<file path="src/rtl/disp_spi_pkg.sv">
package disp_spi_pkg;

  typedef enum logic [2:0] {
    ST_IDLE  = 3'd0,
    ST_SETUP = 3'd1,
    ST_LOW   = 3'd2,
    ST_HIGH  = 3'd3,
    ST_HOLD  = 3'd4
  } link_state_e;

  // Whole cycles needed to cover ns nanoseconds at a clock period of per_ns.
  function automatic int unsigned cycles_for(input int unsigned ns, input int unsigned per_ns);
    return (ns + per_ns - 1) / per_ns;
  endfunction

  function automatic int unsigned at_least(input int unsigned want, input int unsigned floor_v);
    return (want > floor_v) ? want : floor_v;
  endfunction

endpackage

</file>
<file path="src/rtl/disp_spi_timer.sv">
module disp_spi_timer #(
  parameter int unsigned W = 4
) (
  input  logic         clk,
  input  logic         rst_n,
  input  logic         load,
  input  logic [W-1:0] load_val,
  output logic         expired
);
  logic [W-1:0] cnt_q;

  always_ff @(posedge clk or negedge rst_n) begin
    if (!rst_n)              cnt_q <= '0;
    else if (load)           cnt_q <= load_val;
    else if (cnt_q != '0)    cnt_q <= cnt_q - 1'b1;
  end

  assign expired = (cnt_q == '0);
endmodule

</file>
<file path="src/rtl/disp_spi_shreg.sv">
module disp_spi_shreg #(
  parameter int unsigned BITS = 8
) (
  input  logic            clk,
  input  logic            rst_n,
  input  logic            load,
  input  logic [BITS-1:0] load_val,
  input  logic            shift,
  output logic            msb,
  output logic            last_bit
);
  localparam int unsigned CW = (BITS > 1) ? $clog2(BITS) : 1;

  logic [BITS-1:0] data_q;
  logic [CW-1:0]   left_q;

  always_ff @(posedge clk or negedge rst_n) begin
    if (!rst_n) begin
      data_q <= '0;
      left_q <= '0;
    end else if (load) begin
      data_q <= load_val;
      left_q <= CW'(BITS - 1);
    end else if (shift) begin
      data_q <= {data_q[BITS-2:0], 1'b0};
      left_q <= left_q - 1'b1;
    end
  end

  assign msb      = data_q[BITS-1];
  assign last_bit = (left_q == '0);
endmodule

</file>
<file path="src/rtl/disp_spi_tx.sv">
module disp_spi_tx
  import disp_spi_pkg::*;
#(
  parameter int unsigned CLK_NS   = 20,
  parameter int unsigned HALF_CYC = 2,
  parameter int unsigned CSS_CYC  = 5,
  parameter int unsigned CSH_CYC  = 1
) (
  input  logic       clk,
  input  logic       rst_n,
  input  logic       in_valid,
  output logic       in_ready,
  input  logic [7:0] in_byte,
  input  logic       in_is_data,
  output logic       sclk,
  output logic       sdin,
  output logic       dc,
  output logic       cs_n
);
  // Effective counts, raised to meet the controller's minimum times.
  localparam int unsigned HALF_EFF = at_least(HALF_CYC, cycles_for(75, CLK_NS));
  localparam int unsigned CSS_EFF  = at_least(CSS_CYC,  cycles_for(75, CLK_NS));
  localparam int unsigned CSH_EFF  = at_least(CSH_CYC,  cycles_for(60, CLK_NS));
  localparam int unsigned MAX_EFF  = at_least(at_least(HALF_EFF, CSS_EFF), CSH_EFF);
  localparam int unsigned TW       = (MAX_EFF > 1) ? $clog2(MAX_EFF) : 1;
  localparam logic [TW-1:0] HALF_LD = TW'(HALF_EFF - 1);
  localparam logic [TW-1:0] CSS_LD  = TW'(CSS_EFF - 1);
  localparam logic [TW-1:0] CSH_LD  = TW'(CSH_EFF - 1);

  link_state_e   state_q;
  logic          sclk_q, cs_q, dc_q;
  logic          t_load, t_expired;
  logic [TW-1:0] t_val;
  logic          sr_shift, sr_msb, sr_last;
  logic          accept, high_end;

  assign high_end = (state_q == ST_HIGH) && t_expired;
  assign in_ready = (state_q == ST_IDLE) || (high_end && sr_last);
  assign accept   = in_valid && in_ready;
  assign sr_shift = high_end && !sr_last;

  always_comb begin
    t_load = 1'b0;
    t_val  = HALF_LD;
    unique case (state_q)
      ST_IDLE:  if (accept) begin t_load = 1'b1; t_val = CSS_LD; end
      ST_SETUP: if (t_expired) t_load = 1'b1;
      ST_LOW:   if (t_expired) t_load = 1'b1;
      ST_HIGH:  if (t_expired) begin
                  t_load = 1'b1;
                  if (sr_last && !accept) t_val = CSH_LD;
                end
      default:  t_load = 1'b0;
    endcase
  end

  always_ff @(posedge clk or negedge rst_n) begin
    if (!rst_n) begin
      state_q <= ST_IDLE;
      sclk_q  <= 1'b1;
      cs_q    <= 1'b1;
      dc_q    <= 1'b0;
    end else begin
      unique case (state_q)
        ST_IDLE: if (accept) begin
          state_q <= ST_SETUP;
          cs_q    <= 1'b0;
          dc_q    <= in_is_data;
        end
        ST_SETUP: if (t_expired) begin
          state_q <= ST_LOW;
          sclk_q  <= 1'b0;
        end
        ST_LOW: if (t_expired) begin
          state_q <= ST_HIGH;
          sclk_q  <= 1'b1;
        end
        ST_HIGH: if (t_expired) begin
          if (!sr_last || accept) begin
            state_q <= ST_LOW;
            sclk_q  <= 1'b0;
            if (accept) dc_q <= in_is_data;
          end else begin
            state_q <= ST_HOLD;
          end
        end
        ST_HOLD: if (t_expired) begin
          state_q <= ST_IDLE;
          cs_q    <= 1'b1;
        end
        default: state_q <= ST_IDLE;
      endcase
    end
  end

  disp_spi_timer #(.W(TW)) u_timer (
    .clk      (clk),
    .rst_n    (rst_n),
    .load     (t_load),
    .load_val (t_val),
    .expired  (t_expired)
  );

  disp_spi_shreg #(.BITS(8)) u_shreg (
    .clk      (clk),
    .rst_n    (rst_n),
    .load     (accept),
    .load_val (in_byte),
    .shift    (sr_shift),
    .msb      (sr_msb),
    .last_bit (sr_last)
  );

  assign sclk = sclk_q;
  assign cs_n = cs_q;
  assign dc   = dc_q;
  assign sdin = sr_msb;
endmodule

</file>
<file path="config.mk">
export PLATFORM = sky130hd
export DESIGN_NAME = disp_spi_tx
export DESIGN_NICKNAME = d
export VERILOG_FILES = /design/src/rtl/disp_spi_pkg.sv /design/src/rtl/disp_spi_timer.sv /design/src/rtl/disp_spi_shreg.sv /design/src/rtl/disp_spi_tx.sv
export SDC_FILE = /design/constraint.sdc
export NUM_CORES = 1
export LEC_CHECK = 0
export ABC_AREA = 1
export BUFFER_PORTS_ARGS = -buffer_cell sky130_fd_sc_hd__buf_2
export CAP_MARGIN = 20
export CORE_MARGIN = 2
export CORE_UTILIZATION = 50
export DETAILED_ROUTE_END_ITERATION = 6
export PLACE_DENSITY = 0.8
export SLEW_MARGIN = 0
export SYNTH_ARGS = -nofsm -noshare
export SYNTH_HDL_FRONTEND = slang
export SYNTH_SLANG_ARGS = --single-unit
export TNS_END_PERCENT = 50
</file>
<file path="constraint.sdc">
create_clock -name clk -period 4.6 [get_ports clk]
set_input_delay 0 -clock clk [delete_from_list [all_inputs] [get_ports clk]]
set_output_delay 0 -clock clk [all_outputs]
set_load 0.05 [all_outputs]
</file>
==> results of run 1 <==
[worst max path at each step]
stage,endpoint,slack [ns],depth (start not counted)
CTS,u_shreg.data_q[0],2.52,8
finish,u_shreg.data_q[0],2.53,8
global route,u_shreg.data_q[5],2.35,9
floorplan,u_shreg.data_q[1],2.83,11
detailed placement,u_shreg.data_q[0],2.54,8
global placement,u_shreg.data_q[0],2.63,8
[routing by layer]
layer  routed length (um)  vias up
met4                   59        0
met1                  954      455
met2                 1071       21
met3                   69        7
li1                     -      493
met5                    0        -
[cell usage after synthesis, drive strengths merged, types with 2 or more instances]
| master | count | area (um^2) |
|---|---|---|
| nand2 | 61 | 236.5 |
| dfrtp | 18 | 450.4 |
| inv | 13 | 48.79 |
| nor2 | 8 | 40.04 |
| o21ai | 8 | 51.30 |
| o211ai | 7 | 52.55 |
| ha | 4 | 50.05 |
| nand3 | 4 | 25.02 |
| buf | 3 | 30.03 |
| a31oi | 2 | 12.51 |
| dfstp | 2 | 52.55 |
| nand4 | 2 | 12.51 |
[layout make-up]
| class | instances | share of cell area [%] |
|---|---|---|
| clock buffer | 3 | 1.731 |
| inverter | 14 | 4.135 |
| multi-input combinational | 100 | 39.04 |
| sequential | 20 | 38.65 |
| tap | 27 | 2.596 |
| timing repair buffer | 26 | 13.85 |
[kinds of logic (layout without fill, tap and decap cells)]
family | count (synthesis) | after routing
buffers and inverters | 18 | 43
adder cells (fa/ha/maj) | 4 | 4
AND/OR/NAND/NOR | 76 | 76
XOR/XNOR | 2 | 2
AO/OA/AOI/OAI | 18 | 18
flip-flops | 20 | 20
[cell usage in the layout (no fill, tap or decap)]
cell / n
nand2_1: 58
buf_2: 16
xor2_1: 1
xnor2_1: 1
a31oi_1: 2
nor2_4: 1
o21ai_0: 5
clkbuf_4: 3
inv_1: 12
o211ai_1: 7
o21ai_2: 3
clkinv_2: 1
ha_1: 4
nor2_1: 6
nor3_1: 1
dfstp_2: 2
nand4_1: 2
nand2_2: 3
dfrtp_1: 18
nand3_1: 3
dlygate4sd3_1: 10
nand3_2: 1
a21oi_1: 1
inv_2: 1
nor2_2: 1
[through the flow]
stage	hold slack [ns]	cells	worst slack (ns)	utilization, %	power (W)
after global routing	0.06039	190	2.347	64.36	0.0008633
after CTS	0.003790	190	2.516	64.36	0.0007962
final	0.001116	190	2.528	64.36	0.0007884
after detailed placement	-0.03039	177	2.535	58.29	0.0007077
after global placement	-0.03080	177	2.626	58.29	0.0006902
after floorplan	-0.2956	138	2.831	-	0.0006345
[power groups by stage]
stage / clock, W / sequential, W / combinational, W
floorplan: 0 / 0.000338 / 0.000297
global placement: 0 / 0.000300 / 0.000391
detailed placement: 0 / 0.000302 / 0.000406
CTS: 0.0000834 / 0.000299 / 0.000414
global route: 0.0000895 / 0.000307 / 0.000467
finish: 0.0000826 / 0.000299 / 0.000407
[worst max-delay path, cell delays in order (launching register included)]
cell and delay, ns:
dfrtp_1 0.39, inv_1 0.08, ha_1 0.16, ha_1 0.40, nand3_2 0.13, nand2_2 0.09
nand2_2 0.21, o21ai_2 0.32, o21ai_0 0.15
[state kept, by name (all words and copies together) (netlist names)]
| register | flops |
|---|---|
| state_q | 3 |
| u_shreg.left_q | 3 |
| dc | 1 |
| sclk | 1 |
| u_shreg.data_q | 8 |
| cs_n | 1 |
| u_timer.cnt_q | 3 |
==> results by group, run 1 <==
Cells and area
  – # fillers: between 150 and 200
  – Nets: 181
  – Share of cells above drive strength 1: between 10% and 20%
  – Multi-input logic area: slightly above 500 um^2
  – ANT cells: 0
  – Seq. cell area: about 500 um^2
  – Fin area: around 0.0013 mm^2
  – Layout area overhead: 18.45%

Floorplan
  – DIE WIDTH: around 51 um
  – Core ar.: around 0.002 mm^2
  – Initial core utilization: a little over half
  – Die Y: between 50 and 60 um
  – Die area: between 0.002 and 0.003 mm^2
  – Rows: 16
  – IO Pins: 17

Worst setup path
  – R2r endpoint: u_shreg.data_q[0]
  – Arrival @ worst endpoint: 2.24 ns
  – Critical path class: register to register
  – R2R cell count: 8
  – FF-to-FF setup slack: 2.53 ns
  – Crit start category: register
  – Critical path capture point type: register
  – Worst R2R Start: u_shreg.left_q[0]
  – CP Data Required Time: approximately 4.8 ns
  – Crit-path max FO: 20
  – Crit path from: u_shreg.left_q[0]

Place
  – Routability congestion estimate: roughly 0.81
  – Port Buffers: 16
  – Final HPWL from detailed placement: between 1500 and 2000 um
  – Placed standard-cell area: between 0.001 and 0.0015 mm^2

Global route
  – Vias in the first global route: 916
  – Overflow after GRT: 0
  – Met1 usage: a little under a quarter
  – Largest net degree at the start of global routing: 21
  – GRT met2 Usage: between 30% and 40%
  – GR peak layer: met2
  – Met3 GRT Util: 2.924%
  – GRT Util Overall: about a fifth
  – First-pass GRT wire length: around 3700 um
  – Initial antenna violation count: 0

CTS
  – Cts bufs inserted: 3
  – Clock buffer depth: 2
  – Post_cts resized: 0
  – CTS tree: built
  – Worst-Skew Late Latency: around 0.30 ns
  – Clk slew on worst S/H paths: roughly 0.11 ns
  – Root Buffer: clkbuf_4
  – Hold_buf cts: 10
  – # Post-CTS Setup Buffers: 0
  – CTS HTree Levels: 1
  – Clock sink count: 20

Synth
  – Sequential share of the synthesized area: 45.79%
  – Number of synthesized flops with an enable pin: 0
  – Cells after synthesis: around 140
  – Mapped Nets: about 150
  – Avg Inst Size Synth: 7.961 um^2
  – Asr flop ratio synth: 100.0%
  – Portion of netlist area occupied by mux cells: 0%
  – Synth Flop Type: dfrtp_1
  – Compound-Gate Fraction of Synth Area: 11.05%
  – Simple-gate share of the synthesized area: between 20% and 30%
  – Synth cell types: 25
  – #FFs+latches synth: 20
  – Post-Synth XOR/XNOR Area: 1.595%
  – Adder-Cell Fraction of Synth Area: about 4.6%
  – Netlist Area Pre-Place: around 0.0011 mm^2
  – Synth warnings: 0
  – Largest family of logic cells by synthesized area: simple AND/OR/NAND/NOR gates

Detailed routing
  – Vias per cell: around 5.1
  – Final antenna-violating net count: 0
  – Drt wl/cell: roughly 11 um
  – # DRC: 0
  – Initial DRC count: 17
  – Post-Route WL: about 2200 um
  – DR vias: 976
  – DR pass1 iterations: 4

Power
  – Max VDD drop: roughly 0.32 mV
  – Pleak: 0.7022 nW
  – P per Cell Area: between 600 and 700 mW/mm^2
  – Clock power frac: between 10% and 20%
  – Sequential share of power: a little under two fifths
  – Logic pwr share: a little over 50%
  – Internal power: 0.0004206 W
  – Switching Fraction: between 40% and 50%
  – Sw Pwr: between 0.0003 and 0.0004 W

Min path
  – Hold WC Path Type: input pin to register
  – Hold depth: 5
  – Hold Path Sink: u_shreg.data_q[5]
  – Min-delay src: in_byte[5]

STA
  – Setup TNS: 0 ns
  – Min Tclk post-route: 2.072 ns
  – Relative slew margins: between 60% and 70%
  – Slew Viols, Final: 0
  – Hold Violations, Final: 0
  – Final critical-path share of the clock period: 45.05%
  – Measured slew at the worst slew-check pin: between 0.5 and 0.6 ns
  – Clk_skew: roughly 0.0031 ns
  – RSZ-0062 raised after global routing: no
  – Setup violators final: 0
  – Fmax: approximately 0.48 GHz

Flow run
  – Max-cap violations: 0

Status
  – Status: finished, final reports clean
Note: power is estimated with default switching activity, not from simulation.
==> run 2: changes to the inputs <==
CORE_UTILIZATION = 49   (was 50)
PLACE_DENSITY = 0.81   (was 0.8)
clock period = 1.8 ns   (was 4.6 ns; I/O delays follow)
==> run 2 against run 1 <==
Against the previous run: global-route usage rose by 1.7 points; combinational power rose to 2.8 times the previous value; fmax rose by 26%; clock power rose to 3.2 times the previous value; sequential share of layout area fell by 2.4 points; cell count rose by 4.7%.
==> results by group, run 2 (synthesized netlist as in run 1, its figures left out) <==
Status
  – Status: finished, final reports clean

STA
  – Relative slew margins: between 60% and 70%
  – Slew Viols, Final: 0
  – Min Tclk post-route: ~1.6 ns
  – Hold Violations, Final: 0
  – Clk_skew: about 0.0023 ns
  – Min Hold Slack: 0.009226 ns
  – Setup violators final: 0
  – Fmax: around 0.61 GHz
  – Final WS setup: 0.1606 ns
  – Final critical-path share of the clock period: about nine tenths
  – Measured slew at the worst slew-check pin: between 0.4 and 0.5 ns

Floorplan
  – DIE WIDTH: slightly above 50 um
  – IO Pins: 17
  – Core ar.: 0.002170 mm^2
  – Initial core utilization: about half
  – Rows: 17
  – Die Y: between 50 and 60 um
  – Die area: about 0.0026 mm^2

Detailed routing
  – Post-Route WL: 2230 um
  – DR vias: roughly 1,000
  – Vias per cell: between 4 and 5
  – Final antenna-violating net count: 0
  – Drt wl/cell: 11.21 um
  – DR pass1 iterations: 4
  – # DRC: 0
  – Initial DRC count: 15

CTS
  – Worst-Skew Late Latency: slightly below 0.3 ns
  – # Post-CTS Setup Buffers: 0
  – Clk slew on worst S/H paths: around 0.11 ns
  – Clock sink count: 20
  – CTS tree: built
  – Cts bufs inserted: 3
  – CTS HTree Levels: 1
  – Root Buffer: clkbuf_4
  – Clock buffer depth: 2

Worst setup path
  – Worst R2R Start: u_shreg.left_q[0]
  – CP Data Required Time: a little under 2 ns
  – Crit-path max FO: 7
  – Arrival @ worst endpoint: approximately 1.8 ns
  – FF-to-FF setup slack: ~0.16 ns
  – R2R cell count: 11
  – Crit start category: register
  – R2r endpoint: u_shreg.data_q[1]
  – Critical path capture point type: register
  – Critical path class: register to register

Global route
  – GRT Util Overall: between 20% and 30%
  – First-pass GRT wire length: slightly above 4000 um
  – Overflow after GRT: 0
  – Initial antenna violation count: 0
  – Vias in the first global route: between 900 and 1,000
  – Largest net degree at the start of global routing: 21

Min path
  – Hold depth: 5
  – Min-delay src: in_byte[6]
  – Hold WC Path Type: input pin to register
  – Hold Path Sink: u_shreg.data_q[6]

Power
  – Max VDD drop: ~0.80 mV
  – P per Cell Area: 1557 mW/mm^2
  – Pleak: between 0.7 and 0.8 nW
  – Tot Pwr: between 0.002 and 0.0025 W

Place
  – Port Buffers: 16
  – Final HPWL from detailed placement: 1588 um
  – Post-Place Worst Slack: a little under 0.1 ns
  – Routability congestion estimate: roughly 0.77

Flow run
  – Max-cap violations: 0

Cells and area
  – ANT cells: 0
  – Most frequent cells in the layout: nand2_1 (58), dfrtp_1 (18), buf_2 (16)
  – Most common cell after layout, fill and taps aside: nand2_1
  – Layout area overhead: 26.42%
  – Share of cells above drive strength 1: approximately a quarter
  – Max FFs per register: 8
  – Nets: ~190
  – # fillers: between 150 and 200
  – Reg with most FFs: u_shreg.data_q
[run 2: cell count changes in the layout (fill, tap and decap cells not counted), sizes merged]
cell	delta
buf	+7
clkbuf	+1
clkinv	-1
inv	+1
[run 2: metal layers]
layer  up-vias  wire, um  track usage (%)
met3         2        84            3.801
met2        22      1123            37.66
li1        508         -                -
met5         -         0                0
met4         0        10            5.263
met1       453      1011            24.30
[run 2: critical path, cell delays in order (launching register included)]
cell and delay, ns:
dfrtp_1 0.40, inv_1 0.07, ha_1 0.15, ha_2 0.25
nand3_2 0.09, nand2_2 0.10, nand2_4 0.09, buf_4 0.17
nand2_1 0.06, nand2_1 0.05, nand2_1 0.05, nand2_1 0.05
[run 2: layout make-up]
class	count	area (um^2)	area share (%)
Clock buffer	4	36.28	2.613
Inverter	14	55.05	3.964
Multi-Input combinational cell	100	523.0	37.66
Sequential cell	20	503.0	36.22
Tap cell	28	35.03	2.523
Timing Repair Buffer	33	236.5	17.03
[run 2: what timing repair did]
item                                    4_1_cts  5_1_grt
hold buffers                                 10        0
hold endpoints to repair                     29        0
endpoints found under the setup margin        0       13
gates resized for setup                       0        5
[run 2: worst max-delay path by stage]
stage | startpoint | to | slack, ns | cells past startpoint
floorplan | u_timer.cnt_q[0] | u_shreg.data_q[1] | 0.03 | 11
global placement | u_shreg.left_q[0] | u_shreg.data_q[6] | 0.22 | 11
detailed placement | u_shreg.left_q[0] | u_shreg.data_q[0] | 0.1 | 8
CTS | u_shreg.left_q[0] | u_shreg.data_q[0] | 0.08 | 8
global route | u_timer.cnt_q[0] | u_shreg.data_q[1] | -0.009 | 12
finish | u_shreg.left_q[0] | u_shreg.data_q[1] | 0.16 | 11
[run 2: through the flow]
| stage | cell area, um^2 | util [%] | setup TNS (ns) | std cells |
|---|---|---|---|---|
| CTS | 1369 | 63.09 | 0 | 199 |
| global route | 1389 | 64.01 | -0.008651 | 199 |
| global placement | 1232 | 56.81 | 0 | 185 |
| finish | 1389 | 64.01 | 0 | 199 |
| floorplan | 1099 | - | 0 | 138 |
| detailed placement | 1232 | 56.81 | 0 | 185 |
[run 2: where the power goes]
group / leakage, nW / total, W / internal (W) / switching, W
Clock: 0.0210 / 0.000261 / 0.000123 / 0.000137
Sequential: 0.244 / 0.000761 / 0.000649 / 0.000111
Combinational: 0.484 / 0.00114 / 0.000417 / 0.000725
Total: 0.749 / 0.00216 / 0.00119 / 0.000973
